`config.mk`:
```
export PLATFORM = sky130hd
export DESIGN_NAME = pmc_top
export DESIGN_NICKNAME = d
export VERILOG_FILES = /design/src/rtl/pmc_pkg.sv /design/src/rtl/pmc_cfg_regs.sv /design/src/rtl/pmc_mode_fsm.sv /design/src/rtl/pmc_top.sv
export SDC_FILE = /design/constraint.sdc
export NUM_CORES = 1
export LEC_CHECK = 0
export ABC_AREA = 1
export BUFFER_PORTS_ARGS = -buffer_cell sky130_fd_sc_hd__buf_2
export CAP_MARGIN = 0
export CORE_UTILIZATION = 50
export DETAILED_ROUTE_END_ITERATION = 12
export PLACE_DENSITY = 0.77
export SLEW_MARGIN = 20
export SYNTH_ARGS = -nofsm -noshare
export SYNTH_HDL_FRONTEND = slang
export SYNTH_HIERARCHICAL = 1
export SYNTH_SLANG_ARGS = --single-unit
export TNS_END_PERCENT = 1
```
`constraint.sdc`:
```
create_clock -name clk -period 1.5 [get_ports clk]
set_input_delay 0.15 -clock clk [delete_from_list [all_inputs] [get_ports clk]]
set_output_delay 0.15 -clock clk [all_outputs]
set_load 0.02 [all_outputs]
```
`src/rtl/pmc_pkg.sv`:
```
package pmc_pkg;

  localparam int NUM_MODES = 7;
  localparam int CFG_W     = 7;

  typedef enum logic [2:0] {
    M_HIGH     = 3'd0,
    M_MED      = 3'd1,
    M_SUB      = 3'd2,
    M_SLEEP    = 3'd3,
    M_SUBSLEEP = 3'd4,
    M_STBY     = 3'd5,
    M_WATCH    = 3'd6
  } modeIdx_t;

  // configuration word as written on the bus, msb first
  typedef struct packed {
    logic       timerEn;
    logic       stbyEn;
    logic       lowSpdOn;
    logic       directOn;
    logic       midSpdOn;
    logic [1:0] subClkSel;
  } cfgWord_t;

  // flags the mode sequencer needs
  typedef struct packed {
    logic timerEn;
    logic stbyEn;
    logic lowSpdOn;
    logic directOn;
    logic midSpdOn;
  } modeCfg_t;

  // strobes from control to datapath
  typedef struct packed {
    logic inSubactive;
    logic modeTick;
  } ctrlStrobe_t;

endpackage

```
`src/rtl/pmc_cfg_regs.sv`:
```
module pmc_cfg_regs
  import pmc_pkg::*;
#(
  parameter int DIV_W = 4
) (
  input  logic              clk,
  input  logic              rstN,
  input  logic              cfgWe,
  input  logic [CFG_W-1:0]  cfgWdata,
  input  ctrlStrobe_t       strobe,
  output modeCfg_t          modeCfg,
  output logic [DIV_W-1:0]  subDivRatio
);

  localparam int SHIFT_W = (DIV_W > 1) ? $clog2(DIV_W) : 1;

  cfgWord_t cfgReg;
  cfgWord_t wrWord;

  assign wrWord = cfgWord_t'(cfgWdata);

  always_ff @(posedge clk) begin
    if (!rstN) begin
      cfgReg <= '0;
    end else if (cfgWe) begin
      cfgReg.timerEn  <= wrWord.timerEn;
      cfgReg.stbyEn   <= wrWord.stbyEn;
      cfgReg.lowSpdOn <= wrWord.lowSpdOn;
      cfgReg.directOn <= wrWord.directOn;
      cfgReg.midSpdOn <= wrWord.midSpdOn;
      if (!strobe.inSubactive) begin
        cfgReg.subClkSel <= wrWord.subClkSel;
      end
    end
  end

  assign modeCfg = '{timerEn:  cfgReg.timerEn,
                     stbyEn:   cfgReg.stbyEn,
                     lowSpdOn: cfgReg.lowSpdOn,
                     directOn: cfgReg.directOn,
                     midSpdOn: cfgReg.midSpdOn};

  // ratio = 2^shift: select 00 -> 3, 01 -> 2, 1x -> 1
  logic [SHIFT_W-1:0] divShift;

  always_comb begin
    if (cfgReg.subClkSel[1])      divShift = SHIFT_W'(1);
    else if (cfgReg.subClkSel[0]) divShift = SHIFT_W'(2);
    else                          divShift = SHIFT_W'(3);
  end

  assign subDivRatio = DIV_W'(1) << divShift;

  // select frozen while running from the subactive clock
  a_r13_sel_frozen: assert property (@(posedge clk) disable iff (!rstN)
    strobe.inSubactive |=> $stable(cfgReg.subClkSel));

  // ratio always one of the legal powers of two
  a_r12_ratio_legal: assert property (@(posedge clk) disable iff (!rstN)
    $countones(subDivRatio) == 1 && subDivRatio[0] == 1'b0);

endmodule

```
`src/rtl/pmc_mode_fsm.sv`:
```
module pmc_mode_fsm
  import pmc_pkg::*;
(
  input  logic                  clk,
  input  logic                  rstN,
  input  logic                  sleepReq,
  input  logic                  wakeUp,
  input  modeCfg_t              modeCfg,
  output logic [NUM_MODES-1:0]  modeOneHot,
  output logic                  modeChange,
  output ctrlStrobe_t           strobe
);

  modeIdx_t curMode;
  modeIdx_t nextMode;
  modeIdx_t sleepTarget;
  modeIdx_t haltTarget;
  modeIdx_t resumeActive;
  logic     isHalted;

  assign isHalted = (curMode == M_SLEEP) || (curMode == M_SUBSLEEP) ||
                    (curMode == M_STBY)  || (curMode == M_WATCH);

  assign resumeActive = modeCfg.midSpdOn ? M_MED : M_HIGH;

  // halted mode picked when no direct move applies
  always_comb begin
    if (curMode == M_SUB)       haltTarget = modeCfg.stbyEn ? M_WATCH : M_SUBSLEEP;
    else if (!modeCfg.stbyEn)   haltTarget = M_SLEEP;
    else if (modeCfg.timerEn)   haltTarget = M_WATCH;
    else                        haltTarget = M_STBY;
  end

  logic toSubOk;
  logic fromSubOk;
  assign toSubOk   = modeCfg.stbyEn && modeCfg.timerEn && modeCfg.lowSpdOn;
  assign fromSubOk = modeCfg.stbyEn && modeCfg.timerEn && !modeCfg.lowSpdOn;

  always_comb begin
    sleepTarget = haltTarget;
    if (modeCfg.directOn) begin
      unique case (curMode)
        M_HIGH: begin
          if (!modeCfg.stbyEn && modeCfg.midSpdOn && !modeCfg.lowSpdOn) sleepTarget = M_MED;
          else if (toSubOk)                                             sleepTarget = M_SUB;
        end
        M_MED: begin
          if (!modeCfg.stbyEn && !modeCfg.midSpdOn && !modeCfg.lowSpdOn) sleepTarget = M_HIGH;
          else if (toSubOk)                                              sleepTarget = M_SUB;
        end
        M_SUB: begin
          if (fromSubOk) sleepTarget = resumeActive;
        end
        default: sleepTarget = haltTarget;
      endcase
    end
  end

  always_comb begin
    nextMode = curMode;
    if (isHalted) begin
      if (wakeUp) begin
        unique case (curMode)
          M_SUBSLEEP: nextMode = M_SUB;
          M_WATCH:    nextMode = modeCfg.lowSpdOn ? M_SUB : resumeActive;
          default:    nextMode = resumeActive;
        endcase
      end
    end else if (sleepReq) begin
      nextMode = sleepTarget;
    end
  end

  always_ff @(posedge clk) begin
    if (!rstN) begin
      curMode    <= M_HIGH;
      modeChange <= 1'b0;
    end else begin
      curMode    <= nextMode;
      modeChange <= (nextMode != curMode);
    end
  end

  assign modeOneHot         = NUM_MODES'(1) << curMode;
  assign strobe.inSubactive = (curMode == M_SUB);
  assign strobe.modeTick    = modeChange;

  // pulse agrees with the observed mode vector
  a_r14_pulse_matches: assert property (@(posedge clk) disable iff (!rstN)
    modeChange == (modeOneHot != $past(modeOneHot)));

  // halted mode holds without wake-up
  a_r11_halt_holds: assert property (@(posedge clk) disable iff (!rstN)
    (isHalted && !wakeUp) |=> $stable(curMode));

  // running mode holds without sleep request
  a_r11_run_holds: assert property (@(posedge clk) disable iff (!rstN)
    (!isHalted && !sleepReq) |=> $stable(curMode));

  // subsleep always wakes into subactive
  a_r10_subsleep_wake: assert property (@(posedge clk) disable iff (!rstN)
    (curMode == M_SUBSLEEP && wakeUp) |=> (curMode == M_SUB));

  // sleep and standby resume in an active mode
  a_r9_resume_active: assert property (@(posedge clk) disable iff (!rstN)
    ((curMode == M_SLEEP || curMode == M_STBY) && wakeUp) |=>
      (curMode == M_HIGH || curMode == M_MED));

endmodule

```
`src/rtl/pmc_top.sv`:
```
module pmc_top
  import pmc_pkg::*;
#(
  parameter int DIV_W = 4
) (
  input  logic                  clk,
  input  logic                  rstN,
  input  logic                  cfgWe,
  input  logic [CFG_W-1:0]      cfgWdata,
  input  logic                  sleepReq,
  input  logic                  wakeUp,
  output logic [NUM_MODES-1:0]  modeOneHot,
  output logic                  modeChange,
  output logic [DIV_W-1:0]      subDivRatio
);

  ctrlStrobe_t strobe;
  modeCfg_t    modeCfg;

  pmc_mode_fsm uCtrl (
    .clk        (clk),
    .rstN       (rstN),
    .sleepReq   (sleepReq),
    .wakeUp     (wakeUp),
    .modeCfg    (modeCfg),
    .modeOneHot (modeOneHot),
    .modeChange (modeChange),
    .strobe     (strobe)
  );

  pmc_cfg_regs #(.DIV_W(DIV_W)) uData (
    .clk         (clk),
    .rstN        (rstN),
    .cfgWe       (cfgWe),
    .cfgWdata    (cfgWdata),
    .strobe      (strobe),
    .modeCfg     (modeCfg),
    .subDivRatio (subDivRatio)
  );

endmodule

```
==> impl_metrics.sql, run 1 <==
INSERT INTO impl_metrics (metric_group, metric, value, unit) VALUES
('power', 'power.total', '1.170', 'mW'),
('run_status', 'status', 'finished clean', ''),
('grt', 'global_route_wire_length_before_repair', '3512', 'um'),
('worst_setup_path', 'r2r_slack', '0.0007', 'ns'),
('worst_setup_path', 'critical_path_arrival', '1.66', 'ns'),
('cells_and_area', 'post_route_cells_drive_above_1_share', '34.44', '%'),
('sta', 'final_period_minus_worst_setup_slack', '1.499', 'ns'),
('worst_setup_path', 'crit_type', 'flop to flop', ''),
('cells_and_area', 'finalNetCount', '193', ''),
('power', 'leakagePower', '0.5966', 'nW'),
('detailed_routing', 'postRouteWirelength', '2051', 'um'),
('power', 'netSwitchingPower', '497.6', 'uW'),
('worst_setup_path', 'crit_chain', 'inv_6, nand2_4, inv_1, nor2_1, nand2_1, nand2_1, nand2_1, nand2_1, nand2_2, nand2_2, nand2_1, nand2_1, nand2_1, nor2_1, nor2_1', ''),
('worst_setup_path', 'crit_path_top_delay_cell', 'sky130_fd_sc_hd__dfxtp_4', ''),
('placement', 'placed_cells_incl_taps', '192', ''),
('logic_synthesis', 'number_of_instances_in_the_synthesized_netlist', '153', ''),
('cts', 'clk_pin_slew', '0.07', 'ns'),
('cts', 'worstSkewPairLatency', '0.26', 'ns'),
('floorplanning', 'design.die.area', '1871', 'sq um'),
('sta', 'max_freq', '0.6670', 'GHz'),
('logic_synthesis', 'syn_area_per_cell', '5.561', 'sq um'),
('grt', 'vias_in_the_first_global_route', '878', ''),
('worst_setup_path', 'timing.critical_path.mode_cell', 'sky130_fd_sc_hd__nand2_1', ''),
('cts', 'cts-root-to-sink-buffers', '2', ''),
('sta', 'hold_violations', '0', ''),
('cells_and_area', 'core_utilization_of_the_finished_layout', '70.05', '%'),
('floorplanning', 'floorplan.initialDensity', '55.19', '%'),
('cells_and_area', 'final.fill_count', '139', ''),
('grt', 'antenna_found_initial', '0', ''),
('power', 'power_report.internal_total', '672.3', 'uW'),
('floorplanning', 'die_w', '43.25', 'um'),
('detailed_routing', 'firstDrtPassIters', '4', ''),
('placement', 'placed_area', '1008', 'sq um'),
('cts', 'cts_bufs_inserted', '3', ''),
('sta', 'timing_max_transition_violations_final', '0', ''),
('floorplanning', 'floorplan.io_pins', '24', ''),
('cts', 'ctsHoldBuffers', '0', ''),
('hold_path', 'hp-start', 'cfgWdata[5]', ''),
('worst_setup_path', 'crit_path_start_kind', 'flop', ''),
('power', 'power_density', '1083', 'nW/um^2'),
('worst_setup_path', 'critical_path.reg2reg.endpoint', 'uCtrl/modeChange$_SDFF_PN0_', ''),
('worst_setup_path', 'max_stage_delay', '0.42', 'ns'),
('sta', 'setup_viol_count_final', '0', ''),
('placement', 'detailedPlacementHpwl', '1536', 'um'),
('cells_and_area', 'fin_cells', '196', ''),
('worst_setup_path', 'endpoint_kind', 'flop', ''),
('detailed_routing', 'final_antenna_net_count', '0', ''),
('cells_and_area', 'multiInputGateArea', '534.3', 'sq um'),
('cts', 'cts-root-buf', 'sky130_fd_sc_hd__clkbuf_4', ''),
('job', 'max_cap_violations', '0', ''),
('worst_setup_path', 'worstRegToRegCells', '15', ''),
('worst_setup_path', 'reg2reg_from', 'uCtrl/curMode[1]$_SDFF_PN0_', ''),
('cts', 'clkSinkCount', '11', ''),
('power', 'power.switching_fraction', '42.54', '%'),
('logic_synthesis', 'yosysWarnings', '6', ''),
('hold_path', 'hold-path-cell-count', '3', ''),
('floorplanning', 'die-height', '43.25', 'um'),
('sta', 'setup-tns-final', '0', 'ns'),
('placement', 'portBuffers', '22', ''),
('cells_and_area', 'syn_to_final_growth', '26.91', '%'),
('sta', 'clock_skew', '0.005576', 'ns'),
('floorplanning', 'fp-row-count', '14', ''),
('sta', 'post-route-period-util', '99.95', '%'),
('hold_path', 'worst_hold_path_type', 'input pin to flop', ''),
('detailed_routing', 'routed_wire_per_std_cell', '10.46', 'um'),
('detailed_routing', 'routed_via_density', '5.087', ''),
('cts', 'cts_tree', 'done', ''),
('detailed_routing', 'detailed_route_drc_error_count', '0', ''),
('worst_setup_path', 'worstPathRequired', '1.66', 'ns'),
('grt', 'grt_max_degree', '9', ''),
('power', 'vdd.ir_drop.worst', '0.0007632', 'V');
## worst max-delay path by stage
stage	slack, ns	startpoint	cells after the start	endpoint
3_3_place_gp	-0.1	uCtrl/curMode[1]$_SDFF_PN0_	15	uCtrl/modeChange$_SDFF_PN0_
5_1_grt	-0.1	uCtrl/curMode[1]$_SDFF_PN0_	15	uCtrl/modeChange$_SDFF_PN0_
4_1_cts	0.01	uCtrl/curMode[2]$_SDFF_PN0_	12	uCtrl/modeChange$_SDFF_PN0_
2_1_floorplan	0.007	uCtrl/curMode[0]$_SDFF_PN0_	15	uCtrl/modeChange$_SDFF_PN0_
6_report	0.0007	uCtrl/curMode[1]$_SDFF_PN0_	15	uCtrl/modeChange$_SDFF_PN0_
3_5_place_dp	-0.11	uCtrl/curMode[1]$_SDFF_PN0_	15	uCtrl/modeChange$_SDFF_PN0_
## critical path, delay by kind of cell (launching register included)
| family | cells | cell delay [ns] |
|---|---|---|
| and+or+nand+nor | 13 | 0.86 |
| DFF | 1 | 0.42 |
| buffers and inverters | 2 | 0.12 |
## stage by stage
| stage | hold WS [ns] | worst slack [ns] |
|---|---|---|
| detailed placement | 0.3797 | -0.1150 |
| global placement | 0.3715 | -0.09771 |
| global route | 0.1167 | -0.09905 |
| floorplan | 0.2707 | 0.007183 |
| finish | 0.1106 | 0.0006860 |
| CTS | 0.1061 | 0.01110 |
## registers in the layout (all words and copies together), names as in the netlist
| signal | count |
|---|---|
| uCtrl/curMode | 3 |
| uData/modeCfg | 5 |
| uData/cfgReg | 2 |
| uCtrl/modeChange | 1 |
## area by class of cell
type                            count  share of cell area [%]
Clock buffer                        4                   2.433
Inverter                           20                   7.648
Multi-Input combinational cell    113                   49.48
Sequential cell                    11                   21.44
Tap cell                           16                   1.854
Timing Repair Buffer               32                   17.15
## cells in the final DEF (no fill, tap or decap), drive strengths merged
cell	instances
a21oi	5
conb	1
nor3	1
dfxtp	11
o211ai	3
inv	20
nand2	49
nand3	12
clkbuf	4
buf	32
o21ai	7
nor2	34
or2	1
## power by group through the flow
stage,sequential [mW],clock [mW],combinational [mW]
CTS,0.372,0.204,0.566
floorplan,0.369,0,0.389
global route,0.389,0.219,0.649
global placement,0.371,0,0.546
detailed placement,0.373,0,0.552
finish,0.381,0.196,0.593
## per-layer routing
metal	global-route usage, %	vias to the layer above	part of all wire [%]	routed length [um]
met4	10.91	0	1.0	21
li1	-	517	-	-
met5	0	-	0	0
met3	3.830	4	5.8	118
met1	30.83	436	47	963
met2	42.09	40	46	949
## timing repair
action | CTS | global route
endpoints found under the setup margin | 1 | 2
buffers inserted | 0 | 0
gates resized for setup | 6 | 12
gates cloned | 0 | 0
(Power assumes the default switching activity.)
==> run 2: changes to the inputs <==
--- a/config.mk
+++ b/config.mk
@@ -11,6 +11,7 @@
 export CORE_UTILIZATION = 50
 export DETAILED_ROUTE_END_ITERATION = 12
 export PLACE_DENSITY = 0.77
+export RECOVER_POWER = 50
 export SLEW_MARGIN = 20
 export SYNTH_ARGS = -nofsm -noshare
 export SYNTH_HDL_FRONTEND = slang
==> run 2 against run 1 <==
Effect of this change: clock skew is essentially flat; critical path depth is the same; worst hold slack is the same; first-iteration DRC count did not move; total power fell by 0.35%; largest cell class unchanged; non-clock buffer count stayed put; worst setup slack hardly changed; utilization fell by 0.32 points; maximum frequency is essentially flat; clock power is essentially flat.
==> impl_metrics.sql, run 2 (same netlist as run 1, synthesis figures left out) <==
INSERT INTO impl_metrics (metric_group, metric, value, unit) VALUES
('run_status', 'status', 'finished clean', ''),
('worst_setup_path', 'critical_path_arrival', '1.66', 'ns'),
('placement', 'gp_routability_congestion', '0.8992', ''),
('detailed_routing', 'detailed_route_drc_error_count', '0', ''),
('cells_and_area', 'largest_register_ffs', '5', ''),
('placement', 'detailedPlacementHpwl', '1536', 'um'),
('worst_setup_path', 'worstRegToRegCells', '15', ''),
('detailed_routing', 'firstDrtPassIters', '4', ''),
('cts', 'worstSkewPairLatency', '0.26', 'ns'),
('worst_setup_path', 'critical_path_peak_fanout', '7', ''),
('sta', 'fin_hold_ws', '0.1106', 'ns'),
('worst_setup_path', 'endpoint_kind', 'flop', ''),
('cells_and_area', 'final.fill_count', '141', ''),
('grt', 'grt_max_degree', '9', ''),
('placement', 'placed_cells_incl_taps', '192', ''),
('floorplanning', 'fp-row-count', '14', ''),
('grt', 'global_route_wire_length_before_repair', '3512', 'um'),
('cells_and_area', 'finalNetCount', '193', ''),
('cells_and_area', 'core_utilization_of_the_finished_layout', '69.72', '%'),
('floorplanning', 'design.die.area', '1871', 'sq um'),
('cts', 'cts-root-buf', 'sky130_fd_sc_hd__clkbuf_4', ''),
('hold_path', 'hp-start', 'cfgWdata[5]', ''),
('hold_path', 'worst_hold_path.endpoint', 'uData/modeCfg[3]$_SDFFE_PN0P_', ''),
('cts', 'cts_bufs_inserted', '3', ''),
('sta', 'hold_violations', '0', ''),
('grt', 'grt_util_all_layers', '24.93', '%'),
('cells_and_area', 'syn_to_final_growth', '26.32', '%'),
('detailed_routing', 'final_antenna_net_count', '0', ''),
('sta', 'final_period_minus_worst_setup_slack', '1.499', 'ns'),
('cts', 'cts-root-to-sink-buffers', '2', ''),
('placement', 'portBuffers', '22', ''),
('worst_setup_path', 'critical_path.reg2reg.endpoint', 'uCtrl/modeChange$_SDFF_PN0_', ''),
('sta', 'rsz_0062_raised_after_global_routing', 'true', ''),
('sta', 'post-route-period-util', '99.95', '%'),
('cells_and_area', 'fin_cells', '196', ''),
('cells_and_area', 'antenna_cells_inserted', '0', ''),
('floorplanning', 'coreArea', '1541', 'sq um'),
('worst_setup_path', 'crit_path_start_kind', 'flop', ''),
('power', 'power.total', '1.166', 'mW'),
('detailed_routing', 'met1_wire_length', '961', 'um'),
('cells_and_area', 'post_route_cells_drive_above_1_share', '32.22', '%'),
('worst_setup_path', 'timing.critical_path.mode_cell', 'sky130_fd_sc_hd__nand2_1', ''),
('worst_setup_path', 'crit_path_top_delay_cell', 'sky130_fd_sc_hd__dfxtp_4', ''),
('grt', 'grt_remaining_overflow', '0', ''),
('detailed_routing', 'postRouteWirelength', '2047', 'um'),
('detailed_routing', 'met2_length', '949', 'um'),
('detailed_routing', 'routed_via_density', '5.087', ''),
('worst_setup_path', 'max_stage_delay', '0.42', 'ns'),
('sta', 'timing_max_transition_violations_final', '0', ''),
('sta', 'max_freq', '0.6670', 'GHz'),
('worst_setup_path', 'r2r_slack', '0.0007', 'ns'),
('cts', 'cts.htree.levels', '1', ''),
('cts', 'clk_pin_slew', '0.07', 'ns'),
('detailed_routing', 'highest_layer', 'met4', ''),
('detailed_routing', 'met3RoutedLength', '115', 'um'),
('detailed_routing', 'dr_total_vias', '997', ''),
('floorplanning', 'floorplan.io_pins', '24', ''),
('worst_setup_path', 'reg2reg_from', 'uCtrl/curMode[1]$_SDFF_PN0_', ''),
('grt', 'vias_in_the_first_global_route', '878', ''),
('worst_setup_path', 'crit_chain', 'inv_6, nand2_4, inv_1, nor2_1, nand2_1, nand2_1, nand2_1, nand2_1, nand2_2, nand2_2, nand2_1, nand2_1, nand2_1, nor2_1, nor2_1', ''),
('sta', 'setup_viol_count_final', '0', ''),
('floorplanning', 'die_w', '43.25', 'um'),
('worst_setup_path', 'crit_type', 'flop to flop', ''),
('sta', 'clock_skew', '0.005608', 'ns'),
('cells_and_area', 'mostFrequentLayoutCell', 'sky130_fd_sc_hd__nand2_1', ''),
('hold_path', 'hold-path-cell-count', '3', ''),
('sta', 'worst_slack', '0.0006805', 'ns'),
('cells_and_area', 'layout_common_cells', 'sky130_fd_sc_hd__nand2_1 (39), sky130_fd_sc_hd__nor2_1 (30), sky130_fd_sc_hd__buf_2 (18)', ''),
('power', 'vdd.ir_drop.worst', '0.0007610', 'V'),
('power', 'leakagePower', '0.5837', 'nW'),
('detailed_routing', 'drt_iter0_drc', '38', ''),
('floorplanning', 'floorplan.initialDensity', '55.19', '%'),
('job', 'max_cap_violations', '0', ''),
('detailed_routing', 'routed_wire_per_std_cell', '10.44', 'um'),
('worst_setup_path', 'worstPathRequired', '1.66', 'ns'),
('hold_path', 'worst_hold_path_type', 'input pin to flop', ''),
('floorplanning', 'die-height', '43.25', 'um'),
('grt', 'antenna_found_initial', '0', ''),
('placement', 'place_worst_setup_slack', '-0.1150', 'ns'),
('cts', 'clkSinkCount', '11', ''),
('cts', 'cts_tree', 'done', ''),
('power', 'power_density', '1085', 'nW/um^2'),
('cts', 'cts_post_setup_buffers_inserted', '0', '');
[run 2: changes by cell type in the layout (fill, tap and decap cells not counted)]
cell,previous run,this run
sky130_fd_sc_hd__buf_2,22,18
sky130_fd_sc_hd__clkbuf_1,1,5
[run 2: cell type report]
type                    count  area, sq um  share of cell area (%)
multi-input cells         113        534.3                   49.71
well taps                  16        20.02                   1.863
repair buffers             32        180.2                   16.76
inverters                  20        82.58                   7.683
flip-flops and latches     11        231.5                   21.54
clock buffers               4        26.28                   2.445
[run 2: power breakdown]
part | switching, mW | internal (mW)
Sequential | 0.0476 | 0.334
Combinational | 0.357 | 0.231
Clock | 0.0931 | 0.103
[run 2: repair_timing]
| action | 4_1_cts | 5_1_grt |
|---|---|---|
| setup endpoints to repair | 1 | 2 |
| hold buffers | 0 | 0 |
| gates resized for setup | 6 | 12 |
[run 2: stage by stage]
step                instance area (sq um)  TNS [ns]
finish                               1075         0
global route                         1075   -0.1096
CTS                                  1052         0
detailed placement                   1008   -0.1150
global placement                     1008  -0.09771
floorplan                           867.1         0
[run 2: worst max path at each step]
stage,slack (ns),from,depth (start not counted),endpoint
detailed placement,-0.11,uCtrl/curMode[1]$_SDFF_PN0_,15,uCtrl/modeChange$_SDFF_PN0_
floorplan,0.007,uCtrl/curMode[0]$_SDFF_PN0_,15,uCtrl/modeChange$_SDFF_PN0_
global placement,-0.1,uCtrl/curMode[1]$_SDFF_PN0_,15,uCtrl/modeChange$_SDFF_PN0_
CTS,0.01,uCtrl/curMode[2]$_SDFF_PN0_,12,uCtrl/modeChange$_SDFF_PN0_
global route,-0.1,uCtrl/curMode[1]$_SDFF_PN0_,15,uCtrl/modeChange$_SDFF_PN0_
finish,0.0007,uCtrl/curMode[1]$_SDFF_PN0_,15,uCtrl/modeChange$_SDFF_PN0_
[run 2: critical path, delay by kind of cell, from the launching register on]
family	cells	cell delay, ns
flip-flops	1	0.42
buffers and inverters	2	0.12
AND/OR/NAND/NOR	13	0.86
[run 2: routing by layer]
| metal | global-route usage [%] | up-vias |
|---|---|---|
| met1 | 30.83 | 436 |
| met5 | 0 | - |
| met4 | 10.91 | 0 |
| li1 | - | 517 |
| met2 | 42.09 | 40 |
| met3 | 3.830 | 4 |
